**src/rtl/can_pm_pkg.sv**
```systemverilog
package can_pm_pkg;

  typedef enum logic [2:0] {
    PM_NORMAL     = 3'd0,
    PM_SLEEP_PEND = 3'd1,
    PM_SLEEP      = 3'd2,
    PM_PDOWN      = 3'd3,
    PM_RECOVER    = 3'd4
  } pm_mode_e;

  localparam int CTL_SLEEP = 0;
  localparam int CTL_WAKE  = 1;
  localparam int CTL_FILT  = 2;
  localparam int CTL_WDIS  = 3;
  localparam int CTL_WIE   = 4;
  localparam int CTL_W     = 5;

  localparam int ST_ACK   = 0;
  localparam int ST_FLAG  = 1;
  localparam int ST_READY = 2;

  // Power-down request from the CPU low-power indications
  function automatic logic pd_request(logic stop, logic wt, logic wdis);
    return stop | (wt & wdis);
  endfunction

  // Modes in which a frame may be in progress on the bus
  function automatic logic traffic_live(pm_mode_e m);
    return (m == PM_NORMAL) || (m == PM_SLEEP_PEND);
  endfunction

endpackage

```
**src/rtl/can_pm_wake_det.sv**
```systemverilog
module can_pm_wake_det #(
  parameter int FILT_LEN = 8
) (
  input  logic clk,
  input  logic rst_n,
  input  logic armed,
  input  logic filt_en,
  input  logic rx_in,
  output logic wake
);
  localparam int CW = (FILT_LEN > 1) ? $clog2(FILT_LEN) : 1;
  localparam logic [CW-1:0] LAST = CW'(FILT_LEN - 1);

  logic [CW-1:0] run_q;
  logic          dom;

  assign dom  = armed && !rx_in;
  assign wake = dom && (!filt_en || run_q == LAST);

  always_ff @(posedge clk or negedge rst_n) begin
    if (!rst_n)              run_q <= '0;
    else if (!dom)           run_q <= '0;
    else if (run_q != LAST)  run_q <= run_q + 1'b1;
  end
endmodule

```
**src/rtl/can_pm_recov.sv**
```systemverilog
module can_pm_recov #(
  parameter int RECOV_CYC = 16
) (
  input  logic clk,
  input  logic rst_n,
  input  logic start,
  input  logic run,
  output logic done
);
  localparam int CW = (RECOV_CYC > 1) ? $clog2(RECOV_CYC) : 1;
  localparam logic [CW-1:0] LOAD = CW'(RECOV_CYC - 1);

  logic [CW-1:0] cnt_q;

  assign done = run && (cnt_q == '0);

  always_ff @(posedge clk or negedge rst_n) begin
    if (!rst_n)                    cnt_q <= '0;
    else if (start)                cnt_q <= LOAD;
    else if (run && cnt_q != '0)   cnt_q <= cnt_q - 1'b1;
  end
endmodule

```
**src/rtl/can_pm_regs.sv**
```systemverilog
module can_pm_regs
  import can_pm_pkg::*;
(
  input  logic             clk,
  input  logic             rst_n,
  input  logic             wr,
  input  logic [1:0]       addr,
  input  logic [7:0]       wdata,
  input  logic             lock,
  input  logic             wake_evt,
  input  logic             sleep_ack,
  input  logic             ready,
  output logic [CTL_W-1:0] ctrl_q,
  output logic             wake_flag,
  output logic [7:0]       rdata
);
  logic wr_ctl, wr_st;

  assign wr_ctl = wr && !lock && addr == 2'd0;
  assign wr_st  = wr && !lock && addr == 2'd1;

  always_ff @(posedge clk or negedge rst_n) begin
    if (!rst_n) begin
      ctrl_q    <= '0;
      wake_flag <= 1'b0;
    end else begin
      if (wr_ctl) ctrl_q <= wdata[CTL_W-1:0];
      if (wake_evt) ctrl_q[CTL_SLEEP] <= 1'b0;
      if (wake_evt)                        wake_flag <= 1'b1;
      else if (wr_st && wdata[ST_FLAG])    wake_flag <= 1'b0;
    end
  end

  always_comb begin
    rdata = '0;
    if (!lock) begin
      case (addr)
        2'd0: rdata[CTL_W-1:0] = ctrl_q;
        2'd1: begin
          rdata[ST_ACK]   = sleep_ack;
          rdata[ST_FLAG]  = wake_flag;
          rdata[ST_READY] = ready;
        end
        default: rdata = '0;
      endcase
    end
  end
endmodule

```
**src/rtl/can_pwr_mgr.sv**
```systemverilog
module can_pwr_mgr
  import can_pm_pkg::*;
#(
  parameter int RECOV_CYC = 16,
  parameter int FILT_LEN  = 8
) (
  input  logic       clk,
  input  logic       rst_n,
  input  logic       host_wr,
  input  logic [1:0] host_addr,
  input  logic [7:0] host_wdata,
  output logic [7:0] host_rdata,
  input  logic       cpu_stop,
  input  logic       cpu_wait,
  input  logic       rx_in,
  input  logic       engine_idle,
  input  logic       tx_engine,
  output logic       tx_out,
  output logic       abort,
  output logic       clk_en,
  output logic       wake_irq,
  output logic       sleep_ack,
  output logic       ready
);
  pm_mode_e         mode, mode_nxt;
  logic [CTL_W-1:0] ctrl_q;
  logic             wake_flag;
  logic             pd_req;
  logic             clean_q;
  logic             wake_evt;
  logic             rec_start, rec_done;

  assign pd_req    = pd_request(cpu_stop, cpu_wait, ctrl_q[CTL_WDIS]);
  assign abort     = pd_req && traffic_live(mode);
  assign tx_out    = (pd_req || !traffic_live(mode)) ? 1'b1 : tx_engine;
  assign clk_en    = (mode != PM_PDOWN);
  assign sleep_ack = (mode == PM_SLEEP);
  assign ready     = (mode == PM_NORMAL);
  assign wake_irq  = wake_flag && ctrl_q[CTL_WIE];
  assign rec_start = (mode == PM_PDOWN) && !pd_req && !clean_q;

  can_pm_wake_det #(.FILT_LEN(FILT_LEN)) u_wake (
    .clk     (clk),
    .rst_n   (rst_n),
    .armed   ((mode == PM_SLEEP) && ctrl_q[CTL_WAKE] && !pd_req),
    .filt_en (ctrl_q[CTL_FILT]),
    .rx_in   (rx_in),
    .wake    (wake_evt)
  );

  can_pm_recov #(.RECOV_CYC(RECOV_CYC)) u_recov (
    .clk   (clk),
    .rst_n (rst_n),
    .start (rec_start),
    .run   (mode == PM_RECOVER),
    .done  (rec_done)
  );

  can_pm_regs u_regs (
    .clk       (clk),
    .rst_n     (rst_n),
    .wr        (host_wr),
    .addr      (host_addr),
    .wdata     (host_wdata),
    .lock      (mode == PM_PDOWN),
    .wake_evt  (wake_evt),
    .sleep_ack (sleep_ack),
    .ready     (ready),
    .ctrl_q    (ctrl_q),
    .wake_flag (wake_flag),
    .rdata     (host_rdata)
  );

  always_comb begin
    mode_nxt = mode;
    if (mode == PM_PDOWN) begin
      if (!pd_req) mode_nxt = clean_q ? PM_SLEEP : PM_RECOVER;
    end else if (pd_req) begin
      mode_nxt = PM_PDOWN;
    end else begin
      case (mode)
        PM_NORMAL:     if (ctrl_q[CTL_SLEEP]) mode_nxt = PM_SLEEP_PEND;
        PM_SLEEP_PEND: if (!ctrl_q[CTL_SLEEP]) mode_nxt = PM_NORMAL;
                       else if (engine_idle)   mode_nxt = PM_SLEEP;
        PM_SLEEP:      if (wake_evt || !ctrl_q[CTL_SLEEP]) mode_nxt = PM_NORMAL;
        PM_RECOVER:    if (rec_done) mode_nxt = PM_NORMAL;
        default:       mode_nxt = PM_NORMAL;
      endcase
    end
  end

  always_ff @(posedge clk or negedge rst_n) begin
    if (!rst_n) begin
      mode    <= PM_NORMAL;
      clean_q <= 1'b0;
    end else begin
      mode <= mode_nxt;
      if (mode != PM_PDOWN && pd_req) clean_q <= (mode == PM_SLEEP);
    end
  end
endmodule

```
**config.mk**
```make
export PLATFORM = sky130hd
export DESIGN_NAME = can_pwr_mgr
export DESIGN_NICKNAME = d
export VERILOG_FILES = /design/src/rtl/can_pm_pkg.sv /design/src/rtl/can_pm_wake_det.sv /design/src/rtl/can_pm_recov.sv /design/src/rtl/can_pm_regs.sv /design/src/rtl/can_pwr_mgr.sv
export SDC_FILE = /design/constraint.sdc
export NUM_CORES = 1
export LEC_CHECK = 0
export ABC_CLOCK_PERIOD_IN_PS = 3750
export BUFFER_PORTS_ARGS = -buffer_cell sky130_fd_sc_hd__buf_2
export CAP_MARGIN = 10
export CORE_ASPECT_RATIO = 0.8
export CORE_MARGIN = 2
export CORE_UTILIZATION = 25
export DETAILED_ROUTE_END_ITERATION = 10
export GPL_TIMING_DRIVEN = 0
export HOLD_SLACK_MARGIN = 0.06
export SKIP_CTS_REPAIR_TIMING = 1
export SYNTH_ARGS = -nofsm -noshare
export SYNTH_HDL_FRONTEND = slang
export SYNTH_SLANG_ARGS = --single-unit
```
**constraint.sdc**
```tcl
create_clock -name clk -period 3.75 [get_ports clk]
set_input_delay 0.75 -clock clk [delete_from_list [all_inputs] [get_ports clk]]
set_output_delay 0.75 -clock clk [all_outputs]
set_load 0.05 [all_outputs]
```
# After elaboration in Yosys (flattened, before gate mapping)
# Index checks and enable logic that the tools add are counted.
# Widths: inputs -> output; s select.
[word_totals]
romBits = 0
mem_count = 0
wordCells = 81
inputBits = 18
latchBits = 0
out_inout_bits = 14
ram_bits = 0
register_bits = 17
[op_classes]
shift = 0
reduce_logical = 34
div = 0
n_mux = 22
bitwise_logic = 2
n_addsub = 2
mul = 0
n_eq_ne = 14
order_cmp = 0
[op_table]
columns = ["op", "n"]
rows = [
  ["$mux 3", 11],
  ["$logic_and 1x1->1", 15],
  ["$ne 4x3->1 const B", 3],
  ["$pmux 3 s4", 1],
  ["$mux 4", 2],
  ["$logic_not 1->1", 7],
  ["$eq 3x2->1 const B", 2],
  ["$eq 3x3->1 const B", 2],
  ["$pmux 3 s2", 1],
  ["$reduce_bool 2->1", 3],
  ["$mux 1", 5],
  ["$mux 5", 1],
  ["$ne 5x4->1 const B", 1],
  ["$reduce_and 5->1", 1],
  ["$logic_not 4->1", 1],
  ["$logic_or 1x1->1", 4],
  ["$ne 2x2->1 const B", 2],
  ["$reduce_bool 4->1", 1],
  ["$sub 4x1->4 const B", 1],
  ["$add 3x1->3 const B", 1],
  ["$eq 3x1->1 const B", 1],
  ["$logic_not 3->1", 1],
  ["$ne 3x2->1 const B", 1],
  ["$ne 3x3->1 const B", 1],
  ["5 further kinds", 5],
]

# Longest topological paths before layout
[depth]
depth_word = 11
depth_mapped = 6
mapped_depth_nobuf = 6

# Modules after synthesis
# Synthesis repeated with hierarchy kept, for this count alone.
[hier_totals]
cells_unflattened = 103
area_unflattened_um2 = 1058.5
[by_module_without_submodules]
columns = ["mod", "cells_each", "n_inst", "area_per_inst_um2", "seq_area_each_um2"]
rows = [
  ["can_pm_regs", 31, 1, 362.8, 150.1],
  ["can_pwr_mgr", 36, 1, 317.8, 100.1],
  ["can_pm_recov", 22, 1, 222.7, 100.1],
  ["can_pm_wake_det", 14, 1, 155.1, 75.1],
]

# Least setup slack after synthesis
# OpenSTA, ideal clock, no wires.
[synth_timing]
kind = "register -> output"
from = "register mode[1]"
to = "output host_rdata[2]"
arrival_time_ps = 2561
path_slack_ps = 439
stages_incl_launch_ff = 5
required_ps = 3000
path_buffers = 1
path_cell_list = "dfrtp_1 buf_6 nor3_1 mux2i_1 nor2_1"
[synth_between]
elab_chain_len = 3
word_cells_on_any_way = 4
cone_classes = "eq/ne (1); mux (2); reduce/logical (1)"
[synth_lines]
columns = ["element", "line_no", "rtl"]
rows = [
  ["start, declared", "can_pwr_mgr.sv:25", "pm_mode_e mode, mode_nxt;"],
  ["start signal, assigned", "can_pwr_mgr.sv:97", "mode <= mode_nxt;"],
  ["$logic_not 3->1", "can_pwr_mgr.sv:38", "assign ready = (mode == PM_NORMAL);"],
  ["net ready", "can_pwr_mgr.sv:23", "output logic ready"],
  ["$pmux 3 s2", "can_pm_regs.sv:37", "case (addr)"],
  ["$mux 5", "can_pm_regs.sv:36", "if (!lock) begin"],
  ["end, declared", "can_pwr_mgr.sv:12", "output logic [7:0] host_rdata,"],
]
# The timed path passes the listed nets, and every way through them passes these cells.

# Final worst setup path
[layout_timing]
from = "input cpu_stop"
to = "output tx_out"
[layout_between]
elab_chain_len = 3
[layout_lines]
columns = ["element", "line_no", "rtl"]
rows = [
  ["start, declared", "can_pwr_mgr.sv:13", "input logic cpu_stop,"],
  ["$or 1x1->1", "can_pm_pkg.sv:24", "return stop | (wt & wdis);"],
  ["$logic_or 1x1->1", "can_pwr_mgr.sv:35", "assign tx_out = (pd_req || !traffic_live(mode)) ? 1'b1 : tx_engine;"],
  ["$mux 1", "can_pwr_mgr.sv:35", ""],
  ["end, declared", "can_pwr_mgr.sv:18", "output logic tx_out,"],
]
# No other way between the ends.

==> impl_metrics.yaml <==
drt:
  vias_per_cell: 4.42
  wire_per_inst_um: 11.9
  wl_um: 2250
  drtIter0Drc: 33
  ant_nets: 0
  vias: 840
  drtPass1Iterations: 4
  drc_errors: 0
grt:
  grt_max_degree: 18
  grt_pass1_vias: 876
  grt_first_pass_wirelength_um: 4020
  antenna_found_initial: 0
  met1_usage_pct: 12.1
  overflow: 0
  grt_use_met3_pct: 3.05
  globalRouteMet2Util_pct: 18.4
  grt_use_total_pct: 10.6
  busiest_layer: "met2"
layout:
  final_util_pct: 31.7
  num_antenna_cells: 0
  syn2layout_area_growth_pct: 23.1
  design_area_sq_um: 1310
  drive_gt1_share_pct: 32.3
  nFillCells: 448
  regArea_sq_um: 425
  multi_input_comb_area_sq_um: 582
  nNetsFinal: 156
synth:
  synth-main-ff-cell: "dfrtp_1"
  ys_seq_area_share_pct: 40.1
  synthArstFlopShare_pct: 100
  synthTopCellsByCount: "dfrtp_1 (17), nand2_1 (11), nor2_1 (9)"
  synth_top_cell_area_share_pct: 40.1
  yosysWarnings: 0
  synth-edff-count: 0
  synth_most_common_cell: "dfrtp_1"
  syn_area_per_cell_sq_um: 10.3
  netlist_instances: 103
  ys_ff_latch: 17
  synth_area_sq_um: 1060
  synthTopCellsByArea: "dfrtp_1 (40%), mux2_1 (5.3%), ha_1 (4.7%)"
  synth_top_cell_by_area: "dfrtp_1"
  synth_cell_type_count: 38
pwr:
  p_per_area_nw_per_um2: 666
  ir_drop_v: 0.000181
  p_leak_nw: 0.637
placement:
  dpl_cell_area_sq_um: 1260
  io_buffers: 24
  hpwlAfterDp_um: 1780
  pre_cts_ws_ns: 1.32
  gp_congestion: 0.760
timing:
  rsz0062_at_grt: "no"
  setup_violations: 0
  period_minus_slack_ns: 2.42
  max_clock_freq_ghz: 0.412
  post-route-period-util_pct: 64.7
  clock-skew-final_ns: 0.00201
  worst_slack_ns: 1.33
  finalMaxSlewViolations: 0
  finalHoldViolCount: 0
  fin_tns_setup_ns: 0
worst_setup_path:
  cp-end-kind: "output pin"
  timing.rr.start: "u_wake.run_q[0]$_DFFE_PN0P_"
  cp.required_ns: 3.00
  cp_max_fo: 4
  reg2reg_setup_slack_ns: 2.04
  crit_type: "in2out"
  startpoint: "cpu_stop"
  crit_arrival_ns: 1.67
  cp-start-kind: "primary input"
floorplanning:
  io_pins: 32
  start_util_pct: 25.7
  core_area_sq_um: 4130
  die_h_um: 62.3
  die-area_sq_um: 4780
  rows: 21
  die_w_um: 76.8
clock_tree:
  root_buffer: "clkbuf_8"
  cts_buffers: 3
  htree_levels: 1
  cts_num_sinks: 17
  clk_pin_slew_ns: 0.07
  clk_latency_ns: 0.26
  cts_tree: "built"
  cts_buffer_depth: 2
flow_run:
  cap_violations: 0
hold_path:
  hp-class: "in2async"
status:
  outcome: "completed"
[metal layers]
layer  wire, um  vias to the layer above
met3        186                        4
li1           -                      412
met4         44                        0
met2       1030                       34
met5          0                        -
met1        987                      390
[where the power goes]
group / switching, mW / internal, mW / leakage [nW]
combinational: 0.276 / 0.155 / 0.411
sequential: 0.0588 / 0.239 / 0.200
clock: 0.0677 / 0.0740 / 0.0255
[kinds of logic after synthesis]
logic type | Yosys count | synth area share, %
flops | 17 | 40.1
xor+xnor | 4 | 3.30
mux | 10 | 10.0
fa+ha+maj | 4 | 4.72
buf+inv | 10 | 5.78
other cells | 1 | 0.353
simple gates | 45 | 26.9
compound gates | 12 | 8.84
[final cells by class]
class / count / share of cell area (%)
Buffer: 7 / 3.83
Sequential cell: 17 / 32.6
Timing Repair Buffer: 24 / 9.20
Clock buffer: 3 / 3.16
Tap cell: 57 / 5.46
Multi-Input combinational cell: 78 / 44.5
Inverter: 3 / 0.862
Clock inverter: 1 / 0.383
[path summary, 6_finish.rpt]
kind,to,cells after the start
max,tx_out,4
min,clean_q$_DFFE_PN0P_,1
max reg2reg,mode[1]$_DFFE_PN0P_,6
min reg2reg,clean_q$_DFFE_PN0P_,1
max in group asynchronous,u_wake.run_q[0]$_DFFE_PN0P_,1
min in group clk,clean_q$_DFFE_PN0P_,1
[state kept, by name (all words and copies together) (netlist names)]
signal / count
clean_q: 1
mode: 3
u_recov.cnt_q: 4
u_regs.ctrl_q: 5
u_regs.wake_flag: 1
u_wake.run_q: 3
[placed cells by master, fill, tap and decap left out, types with 2 or more instances in the layout]
| cell type | instances |
|---|---|
| a21oi_1 | 5 |
| and2_1 | 3 |
| buf_2 | 25 |
| buf_4 | 4 |
| clkbuf_8 | 3 |
| conb_1 | 3 |
| dfrtp_1 | 17 |
| ha_1 | 4 |
| inv_1 | 3 |
| mux2_1 | 5 |
| mux2i_1 | 5 |
| nand2_1 | 11 |
| nand2b_1 | 2 |
| nand3_1 | 3 |
| nand4_1 | 2 |
| nor2_1 | 9 |
| nor3_1 | 3 |
| or3b_1 | 2 |
| xor2_1 | 3 |
[metrics by stage]
stage | hold WS [ns] | std cells | power, mW
detailed placement | 0.492 | 186 | 0.734
finish | 0.406 | 190 | 0.870
global placement | 0.493 | 186 | 0.718
floorplan | 0.454 | 105 | 0.634
global route | 0.429 | 190 | 0.930
CTS | 0.425 | 190 | 0.875
[critical path: stages]
cell,delay (ns)
buf_2,0.12
a21o_1,0.19
or4_1,0.39
buf_2,0.22
Power figures use the tool's default switching activity.
